File: config.mk
export PLATFORM = sky130hd
export DESIGN_NAME = sp_thresh_irq
export DESIGN_NICKNAME = d
export VERILOG_FILES = /design/src/rtl/sp_thresh_pkg.sv /design/src/rtl/sp_thr_bank.sv /design/src/rtl/sp_arm_ctrl.sv /design/src/rtl/sp_status_bank.sv /design/src/rtl/sp_thresh_irq.sv
export SDC_FILE = /design/constraint.sdc
export NUM_CORES = 2
export LEC_CHECK = 0
export CAP_MARGIN = 10
export CORE_AREA = 2 2 435 437
export DETAILED_ROUTE_END_ITERATION = 10
export DIE_AREA = 0 0 437 439
export GPL_TIMING_DRIVEN = 0
export PLACE_DENSITY_LB_ADDON = 0.3
export SLEW_MARGIN = 5
export SYNTH_ARGS = -nofsm -noshare
export SYNTH_HDL_FRONTEND = slang
export SYNTH_SLANG_ARGS = --single-unit
File: constraint.sdc
create_clock -name clk -period 4.4 [get_ports clk]
set_input_delay 0.66 -clock clk [delete_from_list [all_inputs] [get_ports clk]]
set_output_delay 0.66 -clock clk [all_outputs]
set_load 0.01 [all_outputs]
File: src/rtl/sp_thresh_pkg.sv
package sp_thresh_pkg;

  localparam int unsigned NUM_CPUS = 2;

  // Control word byte offsets; target registers occupy 4*ID below these.
  localparam int unsigned OFS_ARM0   = 32'h100;
  localparam int unsigned OFS_ARM1   = 32'h104;
  localparam int unsigned OFS_DISARM = 32'h108;
  localparam int unsigned OFS_STAT0  = 32'h110;
  localparam int unsigned OFS_STAT1  = 32'h114;

  typedef enum logic [2:0] {
    SEL_NONE,
    SEL_THR,
    SEL_ARM0,
    SEL_ARM1,
    SEL_DISARM,
    SEL_STAT0,
    SEL_STAT1
  } reg_sel_e;

endpackage

File: src/rtl/sp_thr_bank.sv
module sp_thr_bank #(
  parameter int unsigned NUM_IDS = 32,
  parameter int unsigned CNT_W   = 32,
  parameter int unsigned THR_W   = 16,
  parameter int unsigned DATA_W  = 32,
  localparam int unsigned IDX_W  = (NUM_IDS > 1) ? $clog2(NUM_IDS) : 1
) (
  input  logic                       clk,
  input  logic                       rst_n,
  input  logic                       wr_en,
  input  logic [IDX_W-1:0]           wr_idx,
  input  logic [DATA_W-1:0]          wr_data,
  input  logic [IDX_W-1:0]           rd_idx,
  input  logic [NUM_IDS*CNT_W-1:0]   cnt_vals,
  output logic [THR_W-1:0]           rd_thr,
  output logic [NUM_IDS-1:0]         met
);

  logic [NUM_IDS-1:0][THR_W-1:0] thr_all;

  for (genvar i = 0; i < NUM_IDS; i++) begin : g_id
    logic             we;
    logic [THR_W-1:0] thr_q;
    logic [THR_W-1:0] thr_d;
    logic [THR_W-1:0] diff;

    always_comb begin
      we    = wr_en && (wr_idx == IDX_W'(i));
      thr_d = wr_data[THR_W-1:0];
    end

    always_ff @(posedge clk or negedge rst_n) begin
      if (!rst_n) begin
        thr_q <= '0;
      end else if (we) begin
        thr_q <= thr_d;
      end
    end

    // Signed distance of counter from target; non-negative means reached.
    always_comb begin
      diff   = cnt_vals[i*CNT_W +: THR_W] - thr_q;
      met[i] = ~diff[THR_W-1];
    end

    assign thr_all[i] = thr_q;


    thr_write_chk: assert property (@(posedge clk) disable iff (!rst_n)
      (wr_en && wr_idx == IDX_W'(i)) |=> (thr_q == $past(wr_data[THR_W-1:0])));
  end

  assign rd_thr = thr_all[rd_idx];

endmodule

File: src/rtl/sp_arm_ctrl.sv
module sp_arm_ctrl #(
  parameter int unsigned NUM_IDS  = 32,
  parameter int unsigned NUM_CPUS = 2
) (
  input  logic                               clk,
  input  logic                               rst_n,
  input  logic [NUM_CPUS-1:0]                arm_we,
  input  logic                               disarm_we,
  input  logic [NUM_IDS-1:0]                 wmask,
  output logic [NUM_CPUS-1:0][NUM_IDS-1:0]   armed
);

  logic [NUM_CPUS-1:0][NUM_IDS-1:0] armed_q;
  logic [NUM_CPUS-1:0][NUM_IDS-1:0] armed_d;
  logic [NUM_IDS-1:0]               drop_mask;
  logic                             upd_en;

  always_comb begin
    drop_mask = disarm_we ? wmask : '0;
    upd_en    = (|arm_we) || disarm_we;
    for (int c = 0; c < NUM_CPUS; c++) begin
      armed_d[c] = (armed_q[c] | (arm_we[c] ? wmask : '0)) & ~drop_mask;
    end
  end

  always_ff @(posedge clk or negedge rst_n) begin
    if (!rst_n) begin
      armed_q <= '0;
    end else if (upd_en) begin
      armed_q <= armed_d;
    end
  end

  assign armed = armed_q;


  arm_sets_chk: assert property (@(posedge clk) disable iff (!rst_n)
    (arm_we[0] && !disarm_we) |=> ((armed_q[0] & $past(wmask)) == $past(wmask)));


  disarm_both_chk: assert property (@(posedge clk) disable iff (!rst_n)
    disarm_we |=> (((armed_q[0] | armed_q[NUM_CPUS-1]) & $past(wmask)) == '0));


  zero_write_chk: assert property (@(posedge clk) disable iff (!rst_n)
    (((|arm_we) || disarm_we) && (wmask == '0)) |=> $stable(armed_q));

endmodule

File: src/rtl/sp_status_bank.sv
module sp_status_bank #(
  parameter int unsigned NUM_IDS = 32
) (
  input  logic               clk,
  input  logic               rst_n,
  input  logic               clr_we,
  input  logic [NUM_IDS-1:0] clr_mask,
  input  logic [NUM_IDS-1:0] set_vec,
  output logic [NUM_IDS-1:0] status,
  output logic               irq
);

  logic [NUM_IDS-1:0] status_q;
  logic [NUM_IDS-1:0] status_d;
  logic [NUM_IDS-1:0] clr_eff;
  logic               upd_en;

  always_comb begin
    clr_eff  = clr_we ? clr_mask : '0;
    upd_en   = clr_we || (|set_vec);
    // A persisting set condition wins over a same-cycle clear.
    status_d = (status_q & ~clr_eff) | set_vec;
  end

  always_ff @(posedge clk or negedge rst_n) begin
    if (!rst_n) begin
      status_q <= '0;
    end else if (upd_en) begin
      status_q <= status_d;
    end
  end

  assign status = status_q;
  assign irq    = |status_q;


  status_origin_chk: assert property (@(posedge clk) disable iff (!rst_n)
    1'b1 |=> ((status_q & ~$past(status_q) & ~$past(set_vec)) == '0));


  status_sticky_chk: assert property (@(posedge clk) disable iff (!rst_n)
    1'b1 |=> (($past(status_q) & ~$past(clr_eff) & ~status_q) == '0));


  status_clear_chk: assert property (@(posedge clk) disable iff (!rst_n)
    clr_we |=> ((status_q & $past(clr_mask & ~set_vec)) == '0));

endmodule

File: src/rtl/sp_thresh_irq.sv
module sp_thresh_irq
  import sp_thresh_pkg::*;
#(
  parameter int unsigned NUM_IDS = 32,
  parameter int unsigned CNT_W   = 32,
  parameter int unsigned THR_W   = 16,
  parameter int unsigned DATA_W  = 32,
  parameter int unsigned ADDR_W  = 10
) (
  input  logic                     clk,
  input  logic                     rst_n,
  input  logic                     reg_wr,
  input  logic [ADDR_W-1:0]        reg_addr,
  input  logic [DATA_W-1:0]        reg_wdata,
  output logic [DATA_W-1:0]        reg_rdata,
  input  logic [NUM_IDS*CNT_W-1:0] cnt_vals,
  output logic                     irq_cpu0,
  output logic                     irq_cpu1
);

  localparam int unsigned IDX_W = (NUM_IDS > 1) ? $clog2(NUM_IDS) : 1;
  localparam logic [ADDR_W-1:0] THR_END  = ADDR_W'(NUM_IDS * 4);
  localparam logic [ADDR_W-1:0] A_ARM0   = ADDR_W'(OFS_ARM0);
  localparam logic [ADDR_W-1:0] A_ARM1   = ADDR_W'(OFS_ARM1);
  localparam logic [ADDR_W-1:0] A_DISARM = ADDR_W'(OFS_DISARM);
  localparam logic [ADDR_W-1:0] A_STAT0  = ADDR_W'(OFS_STAT0);
  localparam logic [ADDR_W-1:0] A_STAT1  = ADDR_W'(OFS_STAT1);

  reg_sel_e                          sel;
  logic [IDX_W-1:0]                  idx;
  logic [NUM_IDS-1:0]                wmask;
  logic                              thr_we;
  logic [NUM_CPUS-1:0]               arm_we;
  logic                              disarm_we;
  logic [NUM_CPUS-1:0]               clr_we;
  logic [THR_W-1:0]                  rd_thr;
  logic [NUM_IDS-1:0]                met;
  logic [NUM_CPUS-1:0][NUM_IDS-1:0]  armed;
  logic [NUM_CPUS-1:0][NUM_IDS-1:0]  status;
  logic [NUM_CPUS-1:0]               irq;

  // Address decode
  always_comb begin
    sel = SEL_NONE;
    if ((reg_addr < THR_END) && (reg_addr[1:0] == 2'b00)) begin
      sel = SEL_THR;
    end else begin
      case (reg_addr)
        A_ARM0:   sel = SEL_ARM0;
        A_ARM1:   sel = SEL_ARM1;
        A_DISARM: sel = SEL_DISARM;
        A_STAT0:  sel = SEL_STAT0;
        A_STAT1:  sel = SEL_STAT1;
        default:  sel = SEL_NONE;
      endcase
    end
  end

  always_comb begin
    idx       = reg_addr[IDX_W+1:2];
    wmask     = reg_wdata[NUM_IDS-1:0];
    thr_we    = reg_wr && (sel == SEL_THR);
    arm_we[0] = reg_wr && (sel == SEL_ARM0);
    arm_we[1] = reg_wr && (sel == SEL_ARM1);
    disarm_we = reg_wr && (sel == SEL_DISARM);
    clr_we[0] = reg_wr && (sel == SEL_STAT0);
    clr_we[1] = reg_wr && (sel == SEL_STAT1);
  end

  sp_thr_bank #(
    .NUM_IDS (NUM_IDS),
    .CNT_W   (CNT_W),
    .THR_W   (THR_W),
    .DATA_W  (DATA_W)
  ) u_thr_bank (
    .clk      (clk),
    .rst_n    (rst_n),
    .wr_en    (thr_we),
    .wr_idx   (idx),
    .wr_data  (reg_wdata),
    .rd_idx   (idx),
    .cnt_vals (cnt_vals),
    .rd_thr   (rd_thr),
    .met      (met)
  );

  sp_arm_ctrl #(
    .NUM_IDS  (NUM_IDS),
    .NUM_CPUS (NUM_CPUS)
  ) u_arm_ctrl (
    .clk       (clk),
    .rst_n     (rst_n),
    .arm_we    (arm_we),
    .disarm_we (disarm_we),
    .wmask     (wmask),
    .armed     (armed)
  );

  for (genvar c = 0; c < NUM_CPUS; c++) begin : g_cpu
    logic [NUM_IDS-1:0] set_vec;
    assign set_vec = armed[c] & met;

    sp_status_bank #(
      .NUM_IDS (NUM_IDS)
    ) u_status (
      .clk      (clk),
      .rst_n    (rst_n),
      .clr_we   (clr_we[c]),
      .clr_mask (wmask),
      .set_vec  (set_vec),
      .status   (status[c]),
      .irq      (irq[c])
    );
  end

  // Read mux
  always_comb begin
    case (sel)
      SEL_THR:   reg_rdata = DATA_W'(rd_thr);
      SEL_ARM0:  reg_rdata = DATA_W'(armed[0]);
      SEL_ARM1:  reg_rdata = DATA_W'(armed[1]);
      SEL_STAT0: reg_rdata = DATA_W'(status[0]);
      SEL_STAT1: reg_rdata = DATA_W'(status[1]);
      default:   reg_rdata = '0;
    endcase
  end

  assign irq_cpu0 = irq[0];
  assign irq_cpu1 = irq[1];


  unmapped_write_chk: assert property (@(posedge clk) disable iff (!rst_n)
    (reg_wr && sel == SEL_NONE) |=> $stable(armed));


  irq_quiet_chk: assert property (@(posedge clk) disable iff (!rst_n)
    ($past(status) == '0 && $past(armed) == '0) |-> !(irq_cpu0 || irq_cpu1));

endmodule

# After elaboration in Yosys (flattened, before gate mapping)
# Cells that the tools add are included.
[word_totals] regBits=640 input_bits=1069
[op_classes] n_mux=10 addsub=32 n_reduce_logical=49 bitwise=45 eq_ne=42 n_lt_le_gt_ge=2
[ops] cell="$sub A16 B16 Y16" n=32
[ops] cell="$and A32 B32 Y32" n=6
[ops] cell="$mux W32" n=5
[ops] cell="$pmux W32 S5" n=1
[ops] cell="$or A32 B32 Y32" n=4
[ops] cell="$reduce_or A32 Y1" n=4
[ops] cell="$not A32 Y32" n=3
[ops] cell="$bmux W16 S5" n=1
[ops] cell="$eq A5 B5 Y1 const B" n=16
[ops] cell="$eq A10 B9 Y1 const B" n=5
[ops] cell="$eq A5 B4 Y1 const B" n=8
[ops] cell="$logic_and A1 B1 Y1" n=39
[ops] cell="$not A1 Y1" n=32
[ops] cell="$eq A5 B3 Y1 const B" n=4
[ops] cell="$mux W16" n=1
[ops] cell="$pmux W3 S5" n=1
[ops] cell="$eq A5 B2 Y1 const B" n=2
[ops] cell="$lt A10 B8 Y1 const B" n=1
[ops] cell="$eq A3 B3 Y1 const B" n=3
[ops] cell="$eq A3 B2 Y1 const B" n=2
[ops] cell="$lt A5 B6 Y1 const B" n=1
[ops] cell="$eq A5 B1 Y1 const B" n=1
[ops] cell="$logic_not A5 Y1" n=1
[ops] cell="$eq A3 B1 Y1 const B" n=1
[ops] cell="other kinds (4)" n=6

# Logic depth before layout (Yosys ltp)
[logic_depth] ltp_word=9 depth_mapped=10 depth_no_buf=8

# Cells and area by module
# A second synthesis with hierarchy kept.
[hier_totals] cells_unflattened=4143 hier_area_um2=41058.1
[by_module_without_submodules] mod="sp_thr_bank" cells_each=3524 area_per_inst_um2=34508.1 n_inst=1
[by_module_without_submodules] mod="sp_status_bank" cells_each=110 area_per_inst_um2=1252.5 n_inst=2
[by_module_without_submodules] mod="sp_arm_ctrl" cells_each=205 area_per_inst_um2=2344.7 n_inst=1
[by_module_without_submodules] mod="sp_thresh_irq" cells_each=194 area_per_inst_um2=1700.4 n_inst=1

# Least setup slack after synthesis
# No wires, ideal clock.
[synth_timing] path_kind="input port to output port" from="in reg_addr[2]" to="out reg_rdata[1]" setup_slack_ns=0.836 arrival_time_ns=2.904 n_path_buf=3 path_stages=7 path_cell_list="buf_2 > buf_1 > buf_1 > mux4_2 > mux4_2 > nand2_1 > nand4_1"
[synth_via] elab_chain_len=5
[synth_rtl] item="start: declaration" line_no="sp_thresh_irq.sv:13" text="input logic [ADDR_W-1:0] reg_addr,"
[synth_rtl] item="$lt A10 B8 Y1 / $eq A10 B9 Y1 (equally long branches)" line_no="sp_thresh_irq.sv:45, sp_thresh_irq.sv:48"
[synth_rtl] item="$logic_and A1 B1 Y1 / $pmux W3 S5 (equally long branches)" line_no="sp_thresh_irq.sv:45, sp_thresh_irq.sv:48"
[synth_rtl] item="$mux W3" line_no="sp_thresh_irq.sv:45" text="if ((reg_addr < THR_END) && (reg_addr[1:0] == 2'b00)) begin"
[synth_rtl] item="$eq A3 B3 Y1 (tied with other cells)" line_no="sp_thresh_irq.sv:118" text="case (sel)"
[synth_rtl] item="$pmux W32 S5 *" line_no="sp_thresh_irq.sv:118"
[synth_rtl] item="end: declaration" line_no="sp_thresh_irq.sv:15" text="output logic [DATA_W-1:0] reg_rdata,"
# Every way passes the cells marked *; elsewhere a longest branch is shown, timed or not. The select of a mux whose other input is x is not followed.

# Final worst setup path
[layout_timing] from="in reg_addr[3]" to="out reg_rdata[1]"
# The elaborated chain is that of the path after synthesis.

==> results.sh <==
export IMPL_grtUsageTotal=0.2179
export IMPL_cts_buffer_depth=3
export IMPL_htree_levels=3
export IMPL_routed_wl_um=214200
export IMPL_nets=6204
export IMPL_fill_cells=19810
export IMPL_rsz0062_at_grt="false"
export IMPL_failed_checks="negative setup slack"
export IMPL_num_vias=35160
export IMPL_start_kind="input pin"
export IMPL_cts_sinks=640
export IMPL_rows=159
export IMPL_grt_pass1_vias=34810
export IMPL_maxCapViolCount=0
export IMPL_ant_nets=0
export IMPL_ys_async_sr_fraction=1.000
export IMPL_r2r_slack_ps=1400
export IMPL_final_cell_mix="dfrtp_1 (640), clkdlybuf4s50_1 (555), inv_1 (490)"
export IMPL_ys_seq_elements=640
export IMPL_syn_area_um2=40630
export IMPL_drt_iter0_markers=3127
export IMPL_num_io_pins=1103
export IMPL_ir_drop_uv=265.9
export IMPL_cellLeakagePower_nw=23.57
export IMPL_r2r_end="g_cpu[0].u_status.status[25]$_DFFE_PN0P_"
export IMPL_synth_cell_types=53
export IMPL_post_route_util=0.2837
export IMPL_end_kind="primary output"
export IMPL_cts_root_buffer="clkbuf_16"
export IMPL_avgSynthCellArea_um2=10.13
export IMPL_numCtsBuffers=78
export IMPL_core_um2=187000
export IMPL_status="complete, but fails checks"
export IMPL_die_x_um=437
export IMPL_synth_edf_count=0
export IMPL_cts_tree="yes"
export IMPL_worst_slack_ps=-98.65
export IMPL_worst_endpoint_required_ps=3740
export IMPL_gp_congestion=0.9721
export IMPL_yosysSeqAreaShare=0.3941
export IMPL_path_clk_slew_ps=60
export IMPL_dr_pass1_iters=6
export IMPL_crit_fanout=11
export IMPL_max_slew_margin_rel=0.02850
export IMPL_cp_arrival_ps=3840
export IMPL_antenna_found_initial=73
export IMPL_fmax_ghz=0.2223
export IMPL_overflow=0
export IMPL_power_density_nw_per_um2=291.7
export IMPL_die_area_um2=191800
export IMPL_worstSetupPathType="in2out"
export IMPL_place_worst_setup_slack_ps=-1929
export IMPL_r2r_start="u_thr_bank.g_id[25].thr_q[2]$_DFFE_PN0P_"
export IMPL_period_minus_slack_ps=4499
export IMPL_grt_pass1_wl_um=286900
export IMPL_tightest_slew_ps=1457
export IMPL_fp_dieH_um=439
export IMPL_synth_ff_type="dfrtp_1"
export IMPL_syn_to_final_growth_pct=30.57
export IMPL_syn_inst=4010
export IMPL_syn_num_nets=5527
export IMPL_layout_commonest_cell="dfrtp_1"
export IMPL_hp_class="in2async"
export IMPL_wl_per_cell_um=29.44
export IMPL_reg2reg_depth=8
export IMPL_timing_final_hold_violations=0
export IMPL_routed_via_density=4.834
export IMPL_setup_viol=4
export IMPL_cp_startpoint="reg_addr[3]"
export IMPL_skew_ps=24.63
export IMPL_grt_max_degree=114
export IMPL_crit_end="reg_rdata[1]"
export IMPL_io_buffer_count=574
export IMPL_slew_viol_final=0
export IMPL_yosys_warnings=0
export IMPL_start_util=0.2173
export IMPL_drcViolationCount=0
export IMPL_clkLatencyLatePin_ps=690
export IMPL_dp_hpwl_um=175100
export IMPL_layout_drive_gt1_share=0.1476
export IMPL_timing_final_crit_share=1.022
-- final cells by class --
type | count | area (um^2) | area share
Multi-Input combinational cell | 2670 | 22010 | 0.4148
Antenna cell | 30 | 75.07 | 0.001415
Sequential cell | 640 | 16020 | 0.3019
Clock buffer | 110 | 2272 | 0.04283
Timing Repair Buffer | 600 | 6148 | 0.1159
Clock inverter | 32 | 440.4 | 0.008301
Inverter | 490 | 1839 | 0.03467
Tap cell | 2495 | 3122 | 0.05884
Buffer | 207 | 1137 | 0.02144
-- cell usage after synthesis, types with 43 or more instances --
master | count | area (um^2)
a21o_1 | 84 | 630.6
a21oi_1 | 293 | 1466
a22oi_1 | 64 | 480.5
clkbuf_1 | 171 | 641.9
dfrtp_1 | 640 | 16020
ha_1 | 448 | 5605
inv_1 | 490 | 1839
mux2_2 | 268 | 3018
mux4_2 | 160 | 3603
nand2_1 | 492 | 1847
nand3_1 | 71 | 355.3
nand4_1 | 43 | 269.0
nor2_1 | 77 | 289.0
o21ai_0 | 315 | 1577
xnor2_1 | 46 | 402.9
-- cell families (layout without fill, tap and decap cells) --
group	count (synthesis)	count (layout)	share of synthesized area
multiplexers	458	458	0.1728
AO/OA/AOI/OAI	886	886	0.1269
XOR/XNOR	55	55	0.01186
flip-flops	640	640	0.3941
buffers and inverters	700	1439	0.06565
AND/OR/NAND/NOR	823	823	0.09071
adder cells (fa/ha/maj)	448	448	0.1379
other	0	30	0
-- stage by stage --
step           power, W  area, um^2  instances  setup TNS, ps  hold WS (ps)
3_5_place_dp   0.008582       49780       7091         -71110         490.8
2_1_floorplan  0.007128       40630       4010              0         364.4
5_1_grt         0.01597       53000       7253              0         408.4
6_report        0.01548       53060       7274         -128.4         405.5
3_3_place_gp   0.008537       49500       7079              -         488.8
4_1_cts         0.01558       52950       7244              0         389.0
-- flip-flops by register name (all words and copies together) (netlist names) --
signal and count:
u_arm_ctrl.armed 64, g_cpu.u_status.status 64, u_thr_bank.g_id.thr_q 512
-- where the power goes --
part | internal (W) | leakage, nW | switching, W | total [W]
logic | 0.00101 | 14.5 | 0.00129 | 0.00230
registers | 0.00605 | 7.69 | 0.000170 | 0.00622
clock network | 0.00409 | 1.34 | 0.00286 | 0.00695
total | 0.0112 | 23.6 | 0.00432 | 0.0155
-- worst min path at each step --
stage	startpoint	endpoint	cells after the start
after CTS	rst_n	g_cpu[1].u_status.status[21]$_DFFE_PN0P_	2
after global routing	rst_n	g_cpu[1].u_status.status[21]$_DFFE_PN0P_	2
final	rst_n	u_arm_ctrl.armed[48]$_DFFE_PN0P_	2
after global placement	g_cpu[1].u_status.status[25]$_DFFE_PN0P_	g_cpu[1].u_status.status[25]$_DFFE_PN0P_	2
after floorplan	rst_n	g_cpu[0].u_status.status[0]$_DFFE_PN0P_	0
after detailed placement	rst_n	u_arm_ctrl.armed[48]$_DFFE_PN0P_	1
-- critical path, cell delays in order --
cell and delay [ps]:
dlygate4sd2_1 490, clkbuf_8 320, clkbuf_2 220, buf_8 200, mux4_2 420, mux4_2 510, nand2_1 200, nand4_1 460
buf_2 320
-- layer usage --
metal / global-route usage / vias up / part of all wire
met5: 0 / - / 0.0020
met2: 0.3389 / 1545 / 0.45
met4: 0.1384 / 70 / 0.072
li1: - / 15550 / -
met1: 0.2646 / 17570 / 0.40
met3: 0.06170 / 431 / 0.085
-- what timing repair did --
item / in CTS / in global routing
endpoints found under the hold margin: 12 / 0
gates resized for setup: 195 / 0
gates cloned: 2 / 0
endpoints found under the setup margin: 32 / 7
hold buffers: 1 / 0
pin swaps: 14 / 1
setup buffers: 9 / 1
(Power assumes the default switching activity.)
